[config.mk]
export PLATFORM = sky130hd
export DESIGN_NAME = dqs_tap_cal
export DESIGN_NICKNAME = d
export VERILOG_FILES = /design/src/rtl/dqs_cal_pkg.sv /design/src/rtl/dqs_rst_sync.sv /design/src/rtl/dqs_pat_gen.sv /design/src/rtl/dqs_mem_seq.sv /design/src/rtl/dqs_sweep_ctl.sv /design/src/rtl/dqs_tap_cal.sv
export SDC_FILE = /design/constraint.sdc
export NUM_CORES = 1
export LEC_CHECK = 0
export ABC_AREA = 1
export BUFFER_PORTS_ARGS = -buffer_cell sky130_fd_sc_hd__buf_2
export CAP_MARGIN = 40
export CELL_PAD_IN_SITES_DETAIL_PLACEMENT = 0
export CELL_PAD_IN_SITES_GLOBAL_PLACEMENT = 1
export CORE_ASPECT_RATIO = 0.7
export CORE_MARGIN = 2
export CORE_UTILIZATION = 35
export DETAILED_ROUTE_END_ITERATION = 8
export GPL_TIMING_DRIVEN = 0
export PLACE_DENSITY = 0.81
export SYNTH_ARGS = -nofsm -noshare
export SYNTH_HDL_FRONTEND = slang
export SYNTH_SLANG_ARGS = --single-unit
[constraint.sdc]
create_clock -name clk -period 4.83 [get_ports clk]
set_input_delay 1.2075 -clock clk [delete_from_list [all_inputs] [get_ports clk]]
set_output_delay 1.2075 -clock clk [all_outputs]
set_load 0.03 [all_outputs]
[src/rtl/dqs_cal_pkg.sv]
package dqs_cal_pkg;

  typedef enum logic [2:0] {
    SW_IDLE,
    SW_FILL,
    SW_ARM,
    SW_PROBE,
    SW_CENTER
  } sweep_st_t;

  typedef enum logic [1:0] {
    MS_IDLE,
    MS_ISSUE,
    MS_WAIT
  } mseq_st_t;

endpackage

[src/rtl/dqs_rst_sync.sv]
module dqs_rst_sync (
  input  logic clk,
  input  logic rst_n,
  output logic rst_sync_n
);

  logic [1:0] sync_q;

  always_ff @(posedge clk or negedge rst_n) begin
    if (!rst_n) sync_q <= 2'b00;
    else        sync_q <= {sync_q[0], 1'b1};
  end

  assign rst_sync_n = sync_q[1];

endmodule

[src/rtl/dqs_pat_gen.sv]
module dqs_pat_gen #(
  parameter int IDX_BITS = 8,
  parameter int DATA_W   = 32,
  localparam int ADDR_W  = IDX_BITS + 2,
  localparam int HALF_W  = DATA_W / 2
) (
  input  logic [ADDR_W-1:0] word_addr,
  output logic [DATA_W-1:0] word
);

  logic [7:0] idx_ext;
  logic [1:0] sub_sel;
  logic [3:0] low_half_on;
  logic [3:0] high_half_on;

  assign idx_ext = 8'(word_addr[ADDR_W-1:2]);
  assign sub_sel = word_addr[1:0];

  for (genvar g = 0; g < 4; g++) begin : g_sub
    assign low_half_on[g]  = idx_ext[2*g];
    assign high_half_on[g] = idx_ext[2*g+1];
  end

  assign word = {{HALF_W{high_half_on[sub_sel]}}, {HALF_W{low_half_on[sub_sel]}}};

endmodule

[src/rtl/dqs_mem_seq.sv]
module dqs_mem_seq
  import dqs_cal_pkg::*;
#(
  parameter int ADDR_W = 10,
  parameter int DATA_W = 32
) (
  input  logic              clk,
  input  logic              rst_n,
  input  logic              go_fill,
  input  logic              go_check,
  input  logic              mem_ack,
  input  logic [DATA_W-1:0] mem_rdata,
  input  logic [DATA_W-1:0] expect_word,
  output logic              mem_req,
  output logic              mem_we,
  output logic [ADDR_W-1:0] mem_addr,
  output logic              seq_done,
  output logic              seq_fail
);

  localparam logic [ADDR_W-1:0] LAST_ADDR = {ADDR_W{1'b1}};

  mseq_st_t          st_q, st_d;
  logic [ADDR_W-1:0] addr_q, addr_d;
  logic              pass_q, pass_d;
  logic              we_q, we_d;
  logic              done_q, done_d;
  logic              fail_q, fail_d;

  always_comb begin
    st_d   = st_q;
    addr_d = addr_q;
    pass_d = pass_q;
    we_d   = we_q;
    done_d = 1'b0;
    fail_d = fail_q;
    case (st_q)
      MS_IDLE: begin
        if (go_fill || go_check) begin
          we_d   = go_fill;
          addr_d = '0;
          pass_d = 1'b0;
          st_d   = MS_ISSUE;
        end
      end
      MS_ISSUE: st_d = MS_WAIT;
      MS_WAIT: begin
        if (mem_ack) begin
          if (!we_q && (mem_rdata != expect_word)) begin
            done_d = 1'b1;
            fail_d = 1'b1;
            st_d   = MS_IDLE;
          end else if (addr_q == LAST_ADDR) begin
            if (we_q || pass_q) begin
              done_d = 1'b1;
              fail_d = 1'b0;
              st_d   = MS_IDLE;
            end else begin
              pass_d = 1'b1;
              addr_d = '0;
              st_d   = MS_ISSUE;
            end
          end else begin
            addr_d = addr_q + ADDR_W'(1);
            st_d   = MS_ISSUE;
          end
        end
      end
      default: st_d = MS_IDLE;
    endcase
  end

  always_ff @(posedge clk or negedge rst_n) begin
    if (!rst_n) begin
      st_q   <= MS_IDLE;
      addr_q <= '0;
      pass_q <= 1'b0;
      we_q   <= 1'b0;
      done_q <= 1'b0;
      fail_q <= 1'b0;
    end else begin
      st_q   <= st_d;
      addr_q <= addr_d;
      pass_q <= pass_d;
      we_q   <= we_d;
      done_q <= done_d;
      fail_q <= fail_d;
    end
  end

  assign mem_req  = (st_q == MS_ISSUE);
  assign mem_we   = we_q;
  assign mem_addr = addr_q;
  assign seq_done = done_q;
  assign seq_fail = fail_q;

endmodule

[src/rtl/dqs_sweep_ctl.sv]
module dqs_sweep_ctl
  import dqs_cal_pkg::*;
#(
  parameter int TAP_W   = 6,
  parameter int MAX_TAP = 32
) (
  input  logic             clk,
  input  logic             rst_n,
  input  logic             start,
  input  logic [TAP_W-1:0] seed_tap,
  input  logic             seq_done,
  input  logic             seq_fail,
  output logic             go_fill,
  output logic             go_check,
  output logic             busy,
  output logic             done,
  output logic [TAP_W-1:0] tap0,
  output logic [TAP_W-1:0] tap1
);

  localparam logic [TAP_W-1:0] TAP_CEIL = TAP_W'(MAX_TAP);
  localparam logic [TAP_W-1:0] TAP_ONE  = TAP_W'(1);

  sweep_st_t        st_q, st_d;
  logic [TAP_W-1:0] cand_q, cand_d;
  logic [TAP_W-1:0] home_q, home_d;
  logic [TAP_W-1:0] upper_q, upper_d;
  logic [TAP_W-1:0] lower_q, lower_d;
  logic [TAP_W-1:0] tap0_q, tap0_d;
  logic [TAP_W-1:0] tap1_q, tap1_d;
  logic             climb_q, climb_d;
  logic             busy_q, busy_d;
  logic             done_q, done_d;
  logic             fill_q, fill_d;
  logic             chk_q, chk_d;
  logic [TAP_W:0]   span_sum;
  logic [TAP_W-1:0] centre;

  assign span_sum = {1'b0, upper_q} + {1'b0, lower_q};
  assign centre   = span_sum[TAP_W:1];

  always_comb begin
    st_d    = st_q;
    cand_d  = cand_q;
    home_d  = home_q;
    upper_d = upper_q;
    lower_d = lower_q;
    tap0_d  = tap0_q;
    tap1_d  = tap1_q;
    climb_d = climb_q;
    busy_d  = busy_q;
    done_d  = 1'b0;
    fill_d  = 1'b0;
    chk_d   = 1'b0;
    case (st_q)
      SW_IDLE: begin
        if (start) begin
          home_d  = seed_tap;
          cand_d  = seed_tap;
          climb_d = 1'b1;
          busy_d  = 1'b1;
          fill_d  = 1'b1;
          st_d    = SW_FILL;
        end
      end
      SW_FILL: begin
        if (seq_done) st_d = SW_ARM;
      end
      SW_ARM: begin
        tap0_d = cand_q;
        tap1_d = cand_q;
        chk_d  = 1'b1;
        st_d   = SW_PROBE;
      end
      SW_PROBE: begin
        if (seq_done) begin
          if (climb_q) begin
            if (seq_fail) begin
              upper_d = cand_q - TAP_ONE;
              cand_d  = home_q;
              climb_d = 1'b0;
            end else if (cand_q < TAP_CEIL) begin
              cand_d = cand_q + TAP_ONE;
            end else begin
              upper_d = cand_q;
              cand_d  = home_q;
              climb_d = 1'b0;
            end
            st_d = SW_ARM;
          end else begin
            if (seq_fail) begin
              lower_d = cand_q + TAP_ONE;
              st_d    = SW_CENTER;
            end else if (cand_q == '0) begin
              lower_d = '0;
              st_d    = SW_CENTER;
            end else begin
              cand_d = cand_q - TAP_ONE;
              st_d   = SW_ARM;
            end
          end
        end
      end
      SW_CENTER: begin
        tap0_d = centre;
        tap1_d = centre + TAP_ONE;
        done_d = 1'b1;
        busy_d = 1'b0;
        st_d   = SW_IDLE;
      end
      default: st_d = SW_IDLE;
    endcase
  end

  always_ff @(posedge clk or negedge rst_n) begin
    if (!rst_n) begin
      st_q    <= SW_IDLE;
      cand_q  <= '0;
      home_q  <= '0;
      upper_q <= '0;
      lower_q <= '0;
      tap0_q  <= '0;
      tap1_q  <= '0;
      climb_q <= 1'b0;
      busy_q  <= 1'b0;
      done_q  <= 1'b0;
      fill_q  <= 1'b0;
      chk_q   <= 1'b0;
    end else begin
      st_q    <= st_d;
      cand_q  <= cand_d;
      home_q  <= home_d;
      upper_q <= upper_d;
      lower_q <= lower_d;
      tap0_q  <= tap0_d;
      tap1_q  <= tap1_d;
      climb_q <= climb_d;
      busy_q  <= busy_d;
      done_q  <= done_d;
      fill_q  <= fill_d;
      chk_q   <= chk_d;
    end
  end

  assign go_fill  = fill_q;
  assign go_check = chk_q;
  assign busy     = busy_q;
  assign done     = done_q;
  assign tap0     = tap0_q;
  assign tap1     = tap1_q;

endmodule

[src/rtl/dqs_tap_cal.sv]
module dqs_tap_cal #(
  parameter int IDX_BITS = 8,
  parameter int TAP_W    = 6,
  parameter int MAX_TAP  = 32,
  parameter int DATA_W   = 32,
  localparam int ADDR_W  = IDX_BITS + 2
) (
  input  logic              clk,
  input  logic              rst_n,
  input  logic              start,
  input  logic [TAP_W-1:0]  seed_tap,
  output logic              busy,
  output logic              done,
  output logic [TAP_W-1:0]  tap_lane0,
  output logic [TAP_W-1:0]  tap_lane1,
  output logic              mem_req,
  output logic              mem_we,
  output logic [ADDR_W-1:0] mem_addr,
  output logic [DATA_W-1:0] mem_wdata,
  input  logic              mem_ack,
  input  logic [DATA_W-1:0] mem_rdata
);

  logic              rst_core_n;
  logic              go_fill;
  logic              go_check;
  logic              seq_done;
  logic              seq_fail;
  logic [DATA_W-1:0] pat_word;

  dqs_rst_sync u_rst (
    .clk        (clk),
    .rst_n      (rst_n),
    .rst_sync_n (rst_core_n)
  );

  dqs_pat_gen #(
    .IDX_BITS (IDX_BITS),
    .DATA_W   (DATA_W)
  ) u_pat (
    .word_addr (mem_addr),
    .word      (pat_word)
  );

  dqs_mem_seq #(
    .ADDR_W (ADDR_W),
    .DATA_W (DATA_W)
  ) u_seq (
    .clk         (clk),
    .rst_n       (rst_core_n),
    .go_fill     (go_fill),
    .go_check    (go_check),
    .mem_ack     (mem_ack),
    .mem_rdata   (mem_rdata),
    .expect_word (pat_word),
    .mem_req     (mem_req),
    .mem_we      (mem_we),
    .mem_addr    (mem_addr),
    .seq_done    (seq_done),
    .seq_fail    (seq_fail)
  );

  dqs_sweep_ctl #(
    .TAP_W   (TAP_W),
    .MAX_TAP (MAX_TAP)
  ) u_sweep (
    .clk      (clk),
    .rst_n    (rst_core_n),
    .start    (start),
    .seed_tap (seed_tap),
    .seq_done (seq_done),
    .seq_fail (seq_fail),
    .go_fill  (go_fill),
    .go_check (go_check),
    .busy     (busy),
    .done     (done),
    .tap0     (tap_lane0),
    .tap1     (tap_lane1)
  );

  assign mem_wdata = pat_word;

endmodule

==> key figures <==
Run status
  – Status: complete, no violations

Drt
  – Routed via count: between 3,000 and 4,000
  – Routed len/inst: 12.75 um
  – Post-DRT Antenna Nets: 0
  – First drt pass iteration count: 5
  – Post-DR vias/cell: approximately 4.5
  – DRC Markers: 0
  – Total wire length: roughly 10,000 um
  – DRC marker count from the first detailed-route iteration: 285

Critical path
  – Startpoint Class: register
  – CP Buf/Inv Count: 4
  – CP most frequent cell: nand2_1
  – Crit end category: output port
  – CP max FO: 17
  – Reg2reg end: u_seq.mem_addr[5]
  – CP top delay family: buffers and inverters
  – Internal reg-to-reg setup slack: about 2600 ps
  – FF-to-FF Start: u_seq.mem_addr[0]
  – Worst path slowest cell: nand2_1
  – Worst Path Arrival: 1920 ps
  – Worst path cell trace: buf_6, inv_4, nand2_1, nand2_1, nand2_1, nand2_1, buf_4, buf_2
  – Worst setup path class: reg2out
  – Critical Path Max Stage Delay: roughly 420 ps
  – CP Data Required Time: around 3600 ps
  – Worst Reg2Reg Path Length in Cells: 16

Clock network
  – Post-CTS sizing: 0
  – CTS tree: done
  – Post-CTS setup buffer count: 0
  – Hold_buf cts: 0
  – CTS Buf Count: 9
  – CTS max path bufs: 2
  – Clock Latency Late Sink: roughly 330 ps
  – Clock root buffer: clkbuf_16
  – Worst-path clk slew: 50 ps
  – Clock Sinks: just over 60
  – CTS H-tree depth: 3

STA
  – Final Hold Fails: 0
  – Setup Viol. Count Final: 0
  – Slew margin rel.: between 50% and 60%
  – Min cycle time layout: roughly 3100 ps
  – Slew Limit Fails: 0
  – Setup TNS: 0 ps
  – RSZ-0062 raised after global routing: no
  – Period utilization: between 60% and 70%
  – Setup slack after layout: 1701 ps
  – Max Fclk: around 320 MHz
  – Skew final: 4.186 ps
  – Worst Tran Pin Value: around 750 ps

Place
  – Dpl ws: approximately 2000 ps
  – Routability congestion estimate from global placement: between 0.8 and 0.9
  – DP HPWL: ~8200 um
  – # port buffers: 99

Power
  – Worst VDD drop: roughly 0.20 mV
  – Total power: 2.324 mW
  – Combinational share of power: between 40% and 50%
  – Lkg Pwr: between 2 and 3 nW
  – Clock Power Share: a little under a quarter
  – Sw Share: around 42%
  – Pwr dens: about 470 nW/um^2
  – Sequential fraction of design power: between 30% and 40%
  – Psw: a little under 1 mW
  – Pint: ~1.3 mW

Finish
  – Area occupied by multi-input gates: ~1900 sq um
  – Nets: approximately 700
  – Diode count: 0
  – Area grow syn2layout: 23.82%
  – Ratio of cells with drive above 1 in the final layout: around a quarter
  – Layout fillers: around 1,200
  – Reg area: approximately 1600 sq um

Yosys
  – Post-synthesis sequential area ratio: about two fifths
  – Synthesized area: roughly 4000 sq um
  – Syn Area/Cell: ~7.2 sq um
  – Count of different cell masters after synthesis: 39
  – Mapped Nets: 606
  – Yosys reg bits: 62
  – Syn Inst Count: ~550
  – Syn. warnings: 0

Min path
  – HP Class: reg2async

Global route
  – Vias in the first global route: roughly 3,400
  – Antenna violations before repair: 0
  – Total global routing overflow: 0
  – First-pass GRT wire length: approximately 17,000 um
  – Largest net degree at the start of global routing: 33
  – Total GRT Usage: roughly 18%

Die
  – Core area: about 11,000 sq um
  – Die height: around 93 um
  – Die Wd: ~130 um
  – # IOs: 100
  – Site row count: 32
  – Total Die Area: between 10,000 and 15,000 sq um
  – Initial Util: 36.13%

Flow run
  – Maxcap violations: 0
[cell families after synthesis]
group                    count (synthesis)  synth area share [%]
other                                    1               0.09392
flip-flops                              62                 38.86
AO/OA/AOI/OAI                           73                 10.75
XOR/XNOR                                13                 2.852
buffers and inverters                  102                 13.66
adder cells (fa/ha/maj)                 11                 3.635
AND/OR/NAND/NOR                        291                 30.15
[how the worst max path moves through the flow]
| stage | start | endpoint | depth (start not counted) |
|---|---|---|---|
| floorplan | u_seq.mem_addr[0] | mem_wdata[17] | 7 |
| global placement | u_seq.mem_addr[0] | mem_wdata[28] | 8 |
| detailed placement | u_seq.mem_addr[0] | mem_wdata[25] | 8 |
| CTS | u_seq.mem_addr[0] | mem_wdata[25] | 8 |
| global route | u_seq.mem_addr[0] | mem_wdata[12] | 8 |
| finish | u_seq.mem_addr[0] | mem_wdata[25] | 8 |
[area by class of cell]
class,count,share of cell area [%]
Multi-Input combinational cell,389,38.34
Sequential cell,62,31.41
Inverter,59,4.531
Tap cell,153,3.872
Clock buffer,11,4.910
Buffer,43,6.505
Timing Repair Buffer,100,10.43
[layer usage]
metal,global-route usage (%),wire length [um],vias to the layer above
met4,2.989,61,0
met2,24.43,4094,83
met3,4.986,525,8
met5,0,0,-
met1,27.83,5733,1655
li1,-,-,1968
[flip-flops by register name, summed over array words and instances, names as in the netlist, 2 cells and up]
| signal | count |
|---|---|
| u_sweep.tap1 | 6 |
| u_sweep.tap0 | 6 |
| u_seq.mem_addr | 10 |
| u_sweep.upper_q | 6 |
| u_sweep.home_q | 6 |
| u_seq.st_q | 2 |
| u_sweep.lower_q | 6 |
| u_sweep.cand_q | 6 |
| u_rst.sync_q | 2 |
| u_sweep.st_q | 3 |
[worst reg2reg max path, delay by kind of cell (launching register included)]
kind | cells | cell delay, ps
DFF | 1 | 400
and+or+nand+nor | 13 | 1320
buffers and inverters | 3 | 360
[synthesized netlist by cell type]
library cell  instances  share of area, %
inv_4                 1              0.16
conb_1                1             0.094
inv_1                53               5.0
o31ai_1               3              0.56
buf_6                 4               1.1
inv_2                 4              0.38
ha_1                 10               3.1
clkbuf_1              1             0.094
o21bai_1              1              0.19
nor2_2                2              0.31
a22o_1                1              0.22
buf_2                 5              0.63
o21ai_1               6              0.75
a221oi_1              1              0.22
or2_2                 1              0.16
fa_1                  1              0.50
dfrtp_1              62                39
a21oi_1              15               1.9
o211ai_1             11               2.1
buf_4                33               6.2
nor2_1               65               6.1
nand3_2               1              0.25
clkinv_1              1             0.094
xnor2_1               5               1.1
o221ai_1              2              0.44
a211oi_1              1              0.19
nor3_2                1              0.25
nor3b_1               2              0.38
nand4_1               8               1.3
o2111ai_1             1              0.22
nand3_1              36               4.5
a31oi_1               1              0.16
xor2_1                8               1.8
o21ai_0              29               3.6
nand2_2               4              0.63
a21oi_2               1              0.22
nor3_1                4              0.50
nand2_1             166                16
nand3b_1              1              0.19
[power by group through the flow]
stage | Combinational [mW] | Sequential [mW] | Clock [mW]
after floorplan | 0.608 | 0.880 | 0
after global placement | 0.967 | 0.796 | 0
after detailed placement | 0.977 | 0.797 | 0
after CTS | 0.983 | 0.790 | 0.565
after global routing | 1.12 | 0.812 | 0.586
final | 0.984 | 0.789 | 0.551
[cell usage in the layout, fill, tap and decap left out, drive strengths merged, types with 3 or more instances in the layout]
cell type  instances
xor2               8
xnor2              5
nand4              8
a21oi             16
inv               58
nand3             37
ha                10
nor3               5
nand2            170
buf              142
dfrtp             62
nor2              67
clkbuf            12
o21ai             35
o211ai            11
o31ai              3
[metrics by stage]
step | area (sq um) | cells | utilization, % | hold slack [ps]
after global routing | 4943 | 817 | 44.74 | 355.9
after CTS | 4943 | 817 | 44.74 | 351.3
after detailed placement | 4701 | 806 | 42.54 | 335.4
after global placement | 4679 | 805 | 42.35 | 337.0
after floorplan | 3993 | 553 | - | 331.2
final | 4943 | 817 | 44.74 | 335.4
Power figures use the tool's default switching activity.
